--- config.mk ---
export PLATFORM = sky130hd
export DESIGN_NAME = lch_combiner
export DESIGN_NICKNAME = d
export VERILOG_FILES = /design/src/rtl/lch_pkg.sv /design/src/rtl/lch_src_sel.sv /design/src/rtl/lch_fanin.sv /design/src/rtl/lch_combiner.sv
export SDC_FILE = /design/constraint.sdc
export NUM_CORES = 1
export LEC_CHECK = 0
export BUFFER_PORTS_ARGS = -buffer_cell sky130_fd_sc_hd__buf_2
export CAP_MARGIN = 20
export CORE_MARGIN = 2
export CORE_UTILIZATION = 42
export CTS_BUF_LIST = sky130_fd_sc_hd__clkbuf_4 sky130_fd_sc_hd__clkbuf_8
export CTS_CLUSTER_SIZE = 14
export DETAILED_ROUTE_END_ITERATION = 12
export GPL_TIMING_DRIVEN = 0
export PLACE_DENSITY = 0.91
export SKIP_LAST_GASP = 1
export SLEW_MARGIN = 30
export SYNTH_ARGS = -nofsm -noshare
export SYNTH_HDL_FRONTEND = slang
export SYNTH_SLANG_ARGS = --single-unit
--- constraint.sdc ---
create_clock -name clk -period 3.6 [get_ports clk]
set_input_delay 0.36 -clock clk [delete_from_list [all_inputs] [get_ports clk]]
set_output_delay 0.36 -clock clk [all_outputs]
set_load 0.005 [all_outputs]
--- src/rtl/lch_pkg.sv ---
package lch_pkg;
  typedef enum logic [2:0] {
    M_OR2   = 3'd0,
    M_OR4   = 3'd1,
    M_OR8   = 3'd2,
    M_AND2  = 3'd3,
    M_CP2   = 3'd4,
    M_CP4   = 3'd5,
    M_SPR6  = 3'd6,
    M_SPR7  = 3'd7
  } lch_mode_e;

  // masked source: choose pattern or live channel, then drop disabled bits
  function automatic logic [15:0] lch_source(input logic [15:0] live,
                                             input logic [15:0] pat,
                                             input logic        use_pat,
                                             input logic [15:0] dis);
    lch_source = (use_pat ? pat : live) & ~dis;
  endfunction

  // coincidence of one neighbouring pair
  function automatic logic pair_hit(input logic [1:0] p);
    pair_hit = p[0] & p[1];
  endfunction
endpackage

--- src/rtl/lch_src_sel.sv ---
module lch_src_sel #(
  parameter int NPHYS = 16
) (
  input  logic             clk,
  input  logic             rst_n,
  input  logic [NPHYS-1:0] phys_in,
  input  logic [NPHYS-1:0] pat_reg,
  input  logic             pat_sel,
  input  logic [NPHYS-1:0] chan_mask,
  output logic [NPHYS-1:0] comb_in
);
  logic [NPHYS-1:0] src_w;

  assign src_w   = pat_sel ? pat_reg : phys_in;
  assign comb_in = src_w & ~chan_mask;

  // disabled channels never reach the combiner
  assert_mask_clears_R2: assert property (@(posedge clk) disable iff (!rst_n)
    (comb_in & chan_mask) == '0);
  // enabled channels follow the selected source
  assert_pattern_source_R1: assert property (@(posedge clk) disable iff (!rst_n)
    pat_sel |-> ((comb_in ^ pat_reg) & ~chan_mask) == '0);
  assert_live_source_R1: assert property (@(posedge clk) disable iff (!rst_n)
    !pat_sel |-> ((comb_in ^ phys_in) & ~chan_mask) == '0);
endmodule

--- src/rtl/lch_fanin.sv ---
module lch_fanin
  import lch_pkg::*;
#(
  parameter int NPHYS = 16
) (
  input  logic              clk,
  input  logic              rst_n,
  input  logic [NPHYS-1:0]  comb_in,
  input  logic [2:0]        mode,
  output logic [NPHYS/2-1:0] lch_out
);
  localparam int NLOG = NPHYS / 2;
  localparam int NQ   = NPHYS / 4;
  localparam int NO   = NPHYS / 8;

  logic [NLOG-1:0] or2_w, and2_w, or4_w, or8_w, cp2_w, cp4_w;

  for (genvar k = 0; k < NLOG; k++) begin : g_lane
    assign or2_w[k]  = |comb_in[2*k +: 2];
    assign and2_w[k] = pair_hit(comb_in[2*k +: 2]);
    if (k < NQ) begin : g_quad
      assign or4_w[k] = |comb_in[4*k +: 4];
      assign cp2_w[k] = |and2_w[2*k +: 2];
    end else begin : g_quad_off
      assign or4_w[k] = 1'b0;
      assign cp2_w[k] = 1'b0;
    end
    if (k < NO) begin : g_oct
      assign or8_w[k] = |comb_in[8*k +: 8];
      assign cp4_w[k] = |and2_w[4*k +: 4];
    end else begin : g_oct_off
      assign or8_w[k] = 1'b0;
      assign cp4_w[k] = 1'b0;
    end
  end

  always_comb begin
    case (lch_mode_e'(mode))
      M_OR2:   lch_out = or2_w;
      M_OR4:   lch_out = or4_w;
      M_OR8:   lch_out = or8_w;
      M_AND2:  lch_out = and2_w;
      M_CP2:   lch_out = cp2_w;
      M_CP4:   lch_out = cp4_w;
      default: lch_out = '0;
    endcase
  end

  assert_spare_low_R9: assert property (@(posedge clk) disable iff (!rst_n)
    (mode >= 3'd6) |-> lch_out == '0);
  assert_and2_subset_R6: assert property (@(posedge clk) disable iff (!rst_n)
    (mode == 3'd3) |-> (lch_out & ~or2_w) == '0);
  assert_or4_upper_low_R4: assert property (@(posedge clk) disable iff (!rst_n)
    (mode == 3'd1) |-> lch_out[NLOG-1:NQ] == '0);
  assert_cp2_upper_low_R7: assert property (@(posedge clk) disable iff (!rst_n)
    (mode == 3'd4) |-> lch_out[NLOG-1:NQ] == '0);
  assert_or8_upper_low_R5: assert property (@(posedge clk) disable iff (!rst_n)
    (mode == 3'd2) |-> lch_out[NLOG-1:NO] == '0);
  assert_cp4_within_or8_R8: assert property (@(posedge clk) disable iff (!rst_n)
    (mode == 3'd5) |-> (lch_out & ~or8_w) == '0);
  assert_or2_covers_R3: assert property (@(posedge clk) disable iff (!rst_n)
    (mode == 3'd0) |-> $countones(lch_out) >= $countones(and2_w));
endmodule

--- src/rtl/lch_combiner.sv ---
module lch_combiner #(
  parameter int NPHYS = 16
) (
  input  logic               clk,
  input  logic               rst_n,
  input  logic [NPHYS-1:0]   phys_in,
  input  logic [NPHYS-1:0]   chan_mask,
  input  logic [2:0]         mode,
  input  logic               pat_sel,
  input  logic [NPHYS-1:0]   pat_reg,
  output logic [NPHYS/2-1:0] lch_out,
  output logic [NPHYS/2-1:0] lch_q
);
  localparam int NLOG = NPHYS / 2;

  logic [NPHYS-1:0] comb_in;

  lch_src_sel #(.NPHYS(NPHYS)) u_src (
    .clk(clk), .rst_n(rst_n), .phys_in(phys_in), .pat_reg(pat_reg),
    .pat_sel(pat_sel), .chan_mask(chan_mask), .comb_in(comb_in)
  );

  lch_fanin #(.NPHYS(NPHYS)) u_fanin (
    .clk(clk), .rst_n(rst_n), .comb_in(comb_in), .mode(mode), .lch_out(lch_out)
  );

  always_ff @(posedge clk or negedge rst_n) begin
    if (!rst_n) lch_q <= '0;
    else        lch_q <= lch_out;
  end

  assert_reg_copy_R10: assert property (@(posedge clk) disable iff (!rst_n)
    1'b1 |=> lch_q == $past(lch_out));
  assert_reset_clear_R10: assert property (@(posedge clk)
    !rst_n |-> lch_q == {NLOG{1'b0}});
endmodule

### Yosys cells after proc, flatten, opt, wreduce, memory -nomap -nowiden

Index checks and enable logic that the tools add are counted.

| word-level totals | value |
|---|---|
| input bits | 54 |
| register bits after elaboration | 8 |

| cells by class | value |
|---|---|
| mux-type cells | 2 |
| bitwise logic cells | 10 |
| equality and inequality tests | 5 |
| reductions and logical operators | 21 |

Operators with widths:

| kind | number |
|---|---|
| one-hot mux 8 bit (6 select lines) | 1 |
| OR reduction 2 bit | 12 |
| OR reduction 4 bit | 6 |
| bitwise AND 16 bit | 1 |
| 2-to-1 mux 16 bit | 1 |
| inverter 16 bit | 1 |
| OR reduction 8 bit | 2 |
| bitwise AND 1 bit | 8 |
| equality test 3 x 2 -> 1 bit, second input constant | 2 |
| equality test 3 bit, second input constant | 2 |
| equality test 3 x 1 -> 1 bit, second input constant | 1 |
| logical NOT 3 bit | 1 |

### Longest topological paths before layout

Gate-level depths: netlist of run 1.

| logic depth | value |
|---|---|
| depth after elaboration | 5 |
| gate-level depth with buffers | 7 |

### By module

Synthesis of run 1 repeated with hierarchy kept, for this count alone.

| unflattened totals | value |
|---|---|
| cells, all modules | 100 |
| area total of the unflattened synthesis | 775.7 um^2 |

Modules (own cells, without submodules):

| module | times used | cells each | area an instance (um^2) | seq. area each (um^2) |
|---|---|---|---|---|
| lch_fanin | 1 | 58 | 324.1 | 0.0 |
| lch_src_sel | 1 | 34 | 251.5 | 0.0 |
| lch_combiner | 1 | 8 | 200.2 | 200.2 |

### Worst setup path before layout of run 1

No wires, ideal clock.

| timing | value |
|---|---|
| path type | in2out |
| start point | in pat_sel |
| end point | out lch_out[1] |
| arrival | 1.676 ns |
| path slack | 1.564 ns |
| cell stages on the path | 7 |
| cells stage by stage | buf_6 > buf_12 > mux2i_1 > nor2_1 > o311ai_2 > o2111ai_1 > or3b_1 |

| between the ends | value |
|---|---|
| word-level cells in the longest chain between the ends | 5 |
| elaborated cells on any way between the ends | 15 |

Ends and longest elaborated chain:

| what | line | RTL |
|---|---|---|
| from (decl) | lch_combiner.sv:9 | `input logic pat_sel,` |
| 2-to-1 mux 16 bit * | lch_src_sel.sv:14 | `assign src_w = pat_sel ? pat_reg : phys_in;` |
| bitwise AND 16 bit * | lch_src_sel.sv:15 | `assign comb_in = src_w & ~chan_mask;` |
| bitwise AND 1 bit | lch_pkg.sv:23 | `pair_hit = p[0] & p[1];` |
| OR reduction 4 bit or OR reduction 2 bit (tied branches) | lch_fanin.sv:30, lch_fanin.sv:23 |  |
| one-hot mux 8 bit (6 select lines) * | lch_fanin.sv:38 | `case (lch_mode_e'(mode))` |
| to (decl) | lch_combiner.sv:11 | `output logic [NPHYS/2-1:0] lch_out,` |

Mark *: on every way between the ends. The rest lies on a longest branch, timed or not.

### Worst setup path after layout of run 1

Ends and elaborated chain as after synthesis.

==> impl_metrics.env, run 1 <==
export IMPL_crit_chain="buf_6 -> buf_12 -> mux2i_1 -> nor2_1 -> o311ai_2 -> o2111ai_1 -> or3b_1 -> buf_2"
export IMPL_fin_crit_sh=0.644
export IMPL_numCtsBuffers=3
export IMPL_largest_register_ffs=8
export IMPL_grt_overflow=0
export IMPL_mappedNetlistArea_um2=805
export IMPL_setup_repair_after_global_routing_missed_its_margin="no"
export IMPL_pin_count_of_the_biggest_net_entering_global_routing=11
export IMPL_synth_warnings=0
export IMPL_syn_inst=102
export IMPL_count_of_tritonroute_iterations_in_the_first_routing_pass=4
export IMPL_vias_per_cell=5.51
export IMPL_tightest_pin_transition_ns=0.428
export IMPL_synth_top_cell_area_share=0.249
export IMPL_max_cap_violations=0
export IMPL_tns_ns=0
export IMPL_die_width_um=47.8
export IMPL_postSynthNetCount=156
export IMPL_insertedDiodeCount=0
export IMPL_detail_route_wl_per_cell_um=12.8
export IMPL_clock_root_buffer="clkbuf_4"
export IMPL_cts_hold_fix_buffers=1
export IMPL_post_layout_nonfiller_instances=199
export IMPL_synthesis_area_per_instance_um2=7.89
export IMPL_cts_tree="done"
export IMPL_h_tree_depth=1
export IMPL_drive_above_1_share=0.425
export IMPL_final_max_slew_violation_count=0
export IMPL_critical_path_peak_fanout=10
export IMPL_achievable_frequency_mhz=431
export IMPL_std_cell_rows=15
export IMPL_drt_wl_total_um=2550
export IMPL_placeableCoreArea_um2=1760
export IMPL_multi_input_comb_area_um2=551
export IMPL_worst_setup_path_type="input port to primary output"
export IMPL_result_of_the_run="complete, no violations"
export IMPL_die_h_um=47.8
export IMPL_design_die_area_um2=2280
export IMPL_pre_cts_slack_ns=1.29
export IMPL_netlist_top_cells_area="dfrtp_1, mux2i_1, nor2_1"
export IMPL_dpl_cell_count=195
export IMPL_crit_required_ns=3.24
export IMPL_worst_path_cell_with_the_longest_stage_delay="or3b_1"
export IMPL_grt_pass1_vias=982
export IMPL_place_port_buffers=68
export IMPL_synth_yosys_seq_area_share=0.249
export IMPL_synth_seq_cells=8
export IMPL_post_route_drc_count=0
export IMPL_whs_ns=0.453
export IMPL_post_synth_num_cell_types=27
export IMPL_seqCellArea_um2=200
export IMPL_total_leakage_power_nw=0.642
export IMPL_netlist_top_cell_by_area="dfrtp_1"
export IMPL_dp_final_hpwl_um=2190
export IMPL_worst_endpoint_arrival_ns=1.96
export IMPL_layout_area_overhead_vs_synth_pct=50.2
export IMPL_grt_util_all_layers=0.236
export IMPL_largest_registers="lch_q x8"
export IMPL_layout_nets=230
export IMPL_number_of_antenna_violations_at_the_first_check_in_global_routing=0
export IMPL_post_cts_resize_count=0
export IMPL_fin_hold_viols=0
export IMPL_fin_ws_ns=1.28
export IMPL_max_flop_register="lch_q"
export IMPL_antenna_left=0
export IMPL_postCtsSetupBuffers=0
export IMPL_route_vias_total=1096
export IMPL_gp_routability_congestion=0.836
export IMPL_clock_sink_count=8
export IMPL_critical_path_max_stage_delay_ns=0.43
export IMPL_vdd_ir_drop_worst_uv=113
export IMPL_clkSlewWorstSetupHoldPaths_ns=0.05
export IMPL_filler_cell_count=166
export IMPL_min_delay_path_class="input port to flip-flop"
export IMPL_drt_initial_drc_count=33
export IMPL_cellPowerDensity_nw_per_um2=229
export IMPL_relSlewSlack=0.715
export IMPL_final_min_clock_period_ns=2.32
export IMPL_start_util=0.456
export IMPL_final_setup_viol_count=0
export IMPL_critical_path_startpoint_type="input port"
export IMPL_ios=70
export IMPL_clock_tree_buffer_depth=2
export IMPL_endpoint_kind="primary output"
export IMPL_grt_first_pass_wirelength_um=3860
## power breakdown
group          total [mW]  leakage [nW]  internal, mW  switching, mW
clock              0.0632        0.0138        0.0378         0.0254
sequential         0.0975         0.106        0.0963        0.00126
combinational       0.116         0.522        0.0567         0.0590
## Yosys cell counts (all sizes together)
cell,number
o221ai,1
mux2i,16
o41ai,1
a22oi,1
clkinv,1
dfrtp,8
nor4,6
a21oi,7
clkbuf,2
nor3,5
o21a,1
a21boi,1
o21bai,1
inv,3
nor2,18
o2111ai,2
or3b,1
a22o,2
o21ai,8
nand2b,1
o22ai,2
a221o,2
o311ai,2
nand2,8
buf,2
## metal layers
layer  up-vias  global-route usage  wire (um)
li1        534                   -          -
met1       485               0.267        926
met2        69               0.416       1320
met3         8              0.0491        245
met4         0               0.114         58
met5         -                   0          0
## cell families (layout without fill, tap and decap cells)
kind of cell           after synthesis  after routing  share of synthesized area
AO/OA/AOI/OAI                       31             31                      0.268
buffers and inverters                8             80                     0.0669
AND/OR/NAND/NOR                     39             39                      0.218
flip-flops                           8              8                      0.249
multiplexers                        16             16                      0.199
## metrics by stage
step	area [um2]	util	total power [mW]
after detailed placement	1180	0.667	0.213
after floorplan	805	-	0.158
after global placement	1180	0.667	0.208
after CTS	1210	0.685	0.278
final	1210	0.685	0.276
after global routing	1210	0.685	0.301
## worst max-delay path: cells and delay by family
kind            cells  cell delay (ns)
simple gates        2             0.54
mux                 1             0.22
buf+inv             3             0.43
compound gates      2             0.41
## layout by cell type (no fill, tap or decap), types with 2 or more instances in the layout
cell / instances
nor3_1: 5
nand2_1: 8
o2111ai_1: 2
a221o_1: 2
a21oi_1: 7
clkbuf_4: 3
nor2_1: 18
o21ai_0: 8
dfrtp_1: 8
o22ai_1: 2
nor4_1: 6
a22o_1: 2
mux2i_1: 16
clkbuf_1: 2
inv_1: 3
buf_2: 68
## path summary, 6_finish.rpt
path / start / endpoint / slack (ns) / depth (start not counted)
setup / recovery: pat_sel / lch_out[1] / 1.28 / 8
min in group asynchronous: rst_n / lch_q[7]$_DFF_PN0_ / 0.49 / 2
hold / removal: chan_mask[14] / lch_q[7]$_DFF_PN0_ / 0.45 / 4
max in group asynchronous: rst_n / lch_q[3]$_DFF_PN0_ / 2.95 / 2
## layout make-up
class	instances	area share
well taps	25	0.0259
multi-input cells	86	0.455
inverters	4	0.0124
plain buffers	4	0.0321
clock buffers	3	0.0186
repair buffers	69	0.290
flip-flops and latches	8	0.166
Power figures use the tool's default switching activity.
==> inputs of run 2 (changes only) <==
--- a/config.mk
+++ b/config.mk
@@ -8,12 +8,12 @@
 export BUFFER_PORTS_ARGS = -buffer_cell sky130_fd_sc_hd__buf_2
 export CAP_MARGIN = 20
 export CORE_MARGIN = 2
-export CORE_UTILIZATION = 42
+export CORE_UTILIZATION = 35
 export CTS_BUF_LIST = sky130_fd_sc_hd__clkbuf_4 sky130_fd_sc_hd__clkbuf_8
 export CTS_CLUSTER_SIZE = 14
 export DETAILED_ROUTE_END_ITERATION = 12
 export GPL_TIMING_DRIVEN = 0
-export PLACE_DENSITY = 0.91
+export PLACE_DENSITY = 0.81
 export SKIP_LAST_GASP = 1
 export SLEW_MARGIN = 30
 export SYNTH_ARGS = -nofsm -noshare
==> constraint.sdc (replaced) <==
create_clock -name clk -period 2 [get_ports clk]
set_input_delay 0.2 -clock clk [delete_from_list [all_inputs] [get_ports clk]]
set_output_delay 0.2 -clock clk [all_outputs]
set_load 0.005 [all_outputs]
==> run 2 against run 1 <==
Against the previous run: wire length increased by 3.9%; clock power grew 82%; first-iteration DRC count increased by 15%; non-clock buffer count grew 2; flip-flop and latch count stayed put; total power up 91%; core utilization shrank 8.3 points; via count barely moved; count of clock-buffer cells in the layout stayed put; largest cell class unchanged.
==> impl_metrics.env, run 2 (synthesis results as in run 1) <==
export IMPL_cellPowerDensity_nw_per_um2=399
export IMPL_layout_nets=232
export IMPL_filler_cell_count=196
export IMPL_die_h_um=51.9
export IMPL_achievable_frequency_mhz=524
export IMPL_ios=70
export IMPL_start_util=0.367
export IMPL_h_tree_depth=1
export IMPL_worst_endpoint_arrival_ns=1.71
export IMPL_fin_crit_sh=0.954
export IMPL_max_cap_violations=0
export IMPL_min_delay_path_class="input port to flip-flop"
export IMPL_placeableCoreArea_um2=2190
export IMPL_cts_tree="done"
export IMPL_report_power_total_mw=0.527
export IMPL_worst_setup_path_type="input port to primary output"
export IMPL_gp_routability_congestion=0.862
export IMPL_pin_count_of_the_biggest_net_entering_global_routing=11
export IMPL_total_leakage_power_nw=0.663
export IMPL_clock_sink_count=8
export IMPL_grt_pass1_vias=972
export IMPL_vdd_ir_drop_worst_uv=213
export IMPL_dp_final_hpwl_um=2160
export IMPL_relSlewSlack=0.726
export IMPL_clock_tree_buffer_depth=2
export IMPL_tightest_pin_transition_ns=0.412
export IMPL_result_of_the_run="complete, no violations"
export IMPL_fin_ws_ns=0.0915
export IMPL_worstHoldEndpoint="lch_q[4]$_DFF_PN0_"
export IMPL_layout_area_overhead_vs_synth_pct=64.1
export IMPL_number_of_antenna_violations_at_the_first_check_in_global_routing=0
export IMPL_worst_setup_path_startpoint="pat_sel"
export IMPL_route_vias_total=1097
export IMPL_grt_util_all_layers=0.186
export IMPL_drt_wl_total_um=2650
export IMPL_mostFrequentLayoutCell="buf_2"
export IMPL_count_of_tritonroute_iterations_in_the_first_routing_pass=4
export IMPL_crit_required_ns=1.80
export IMPL_drive_above_1_share=0.489
export IMPL_hold_path_startpoint="chan_mask[9]"
export IMPL_max_flop_register="lch_q"
export IMPL_largest_register_ffs=8
export IMPL_endpoint_kind="primary output"
export IMPL_critical_path_startpoint_type="input port"
export IMPL_die_width_um=51.9
export IMPL_final_min_clock_period_ns=1.91
export IMPL_final_max_slew_violation_count=0
export IMPL_numCtsBuffers=3
export IMPL_place_port_buffers=68
export IMPL_post_route_drc_count=0
export IMPL_fin_hold_viols=0
export IMPL_clock_root_buffer="clkbuf_4"
export IMPL_detail_route_wl_per_cell_um=13.0
export IMPL_largest_registers="lch_q x8"
export IMPL_pre_cts_slack_ns=0.00995
export IMPL_setup_repair_after_global_routing_missed_its_margin="yes"
export IMPL_design_die_area_um2=2700
export IMPL_std_cell_rows=17
export IMPL_final_setup_viol_count=0
export IMPL_grt_first_pass_wirelength_um=3920
export IMPL_insertedDiodeCount=0
export IMPL_clkSlewWorstSetupHoldPaths_ns=0.05
export IMPL_drt_initial_drc_count=38
export IMPL_antenna_left=0
export IMPL_grt_overflow=0
export IMPL_top_library_cells_by_usage_in_the_layout_fill_and_taps_aside="buf_2, nor2_1, mux2i_1"
export IMPL_critical_path_peak_fanout=8
export IMPL_vias_per_cell=5.38
export IMPL_min_path_cells=4
export IMPL_final_util=0.603
## run 2: cell count changes in the layout (fill, tap and decap cells not counted), moves of 2 or more
cell / before / now
nor4_2: 0 / 2
nor2_1: 18 / 15
nor4_1: 6 / 4
mux2i_1: 16 / 13
nor2_2: 0 / 2
mux2i_4: 0 / 2
## run 2: layer usage
layer,up-vias,share of wire,track usage
li1,540,-,-
met2,62,0.53,0.350
met1,493,0.38,0.212
met3,2,0.091,0.0172
met4,0,0.0072,0.0746
met5,-,0,0
## run 2: final cells by class
type                            instances  area (um2)  area share
Buffer                                  4        47.5      0.0360
Clock buffer                            3        22.5      0.0171
Inverter                                4        15.0      0.0114
Multi-Input combinational cell         86         617       0.467
Sequential cell                         8         200       0.152
Tap cell                               28        35.0      0.0265
Timing Repair Buffer                   71         383       0.290
## run 2: worst max path at each step
| stage | slack, ns | cells past startpoint | end |
|---|---|---|---|
| 2_1_floorplan | 0.28 | 7 | lch_out[1] |
| 5_1_grt | -0.006 | 7 | lch_out[1] |
| 3_5_place_dp | 0.01 | 8 | lch_out[1] |
| 6_report | 0.09 | 8 | lch_out[1] |
| 3_3_place_gp | 0.04 | 8 | lch_out[1] |
| 4_1_cts | 0.007 | 8 | lch_out[1] |
## run 2: power breakdown
part	switching (mW)	internal, mW	total, mW
clock	0.0468	0.0681	0.115
sequential	0.00230	0.173	0.176
combinational	0.118	0.119	0.236
## run 2: critical path, cell delays in order
cell and delay (ns):
buf_12 0.11, buf_12 0.13, mux2i_4 0.24, nor2_4 0.07, o311ai_2 0.27, o2111ai_1 0.16
or3b_1 0.39, buf_2 0.14
## run 2: metrics by stage
step / hold slack, ns / setup TNS, ns / std cells / cell area (um2)
2_1_floorplan: -0.0956 / 0 / 102 / 805
3_3_place_gp: 0.0364 / 0 / 198 / 1180
3_5_place_dp: 0.0437 / 0 / 198 / 1180
4_1_cts: 0.277 / 0 / 202 / 1210
5_1_grt: 0.344 / -0.00561 / 204 / 1320
6_report: 0.312 / 0 / 204 / 1320
## run 2: repair_timing
item | in CTS | in global routing
endpoints found under the setup margin | 0 | 1
resized for setup | 0 | 15
setup buffers | 0 | 1
hold endpoints to repair | 8 | 0
hold buffers | 1 | 0
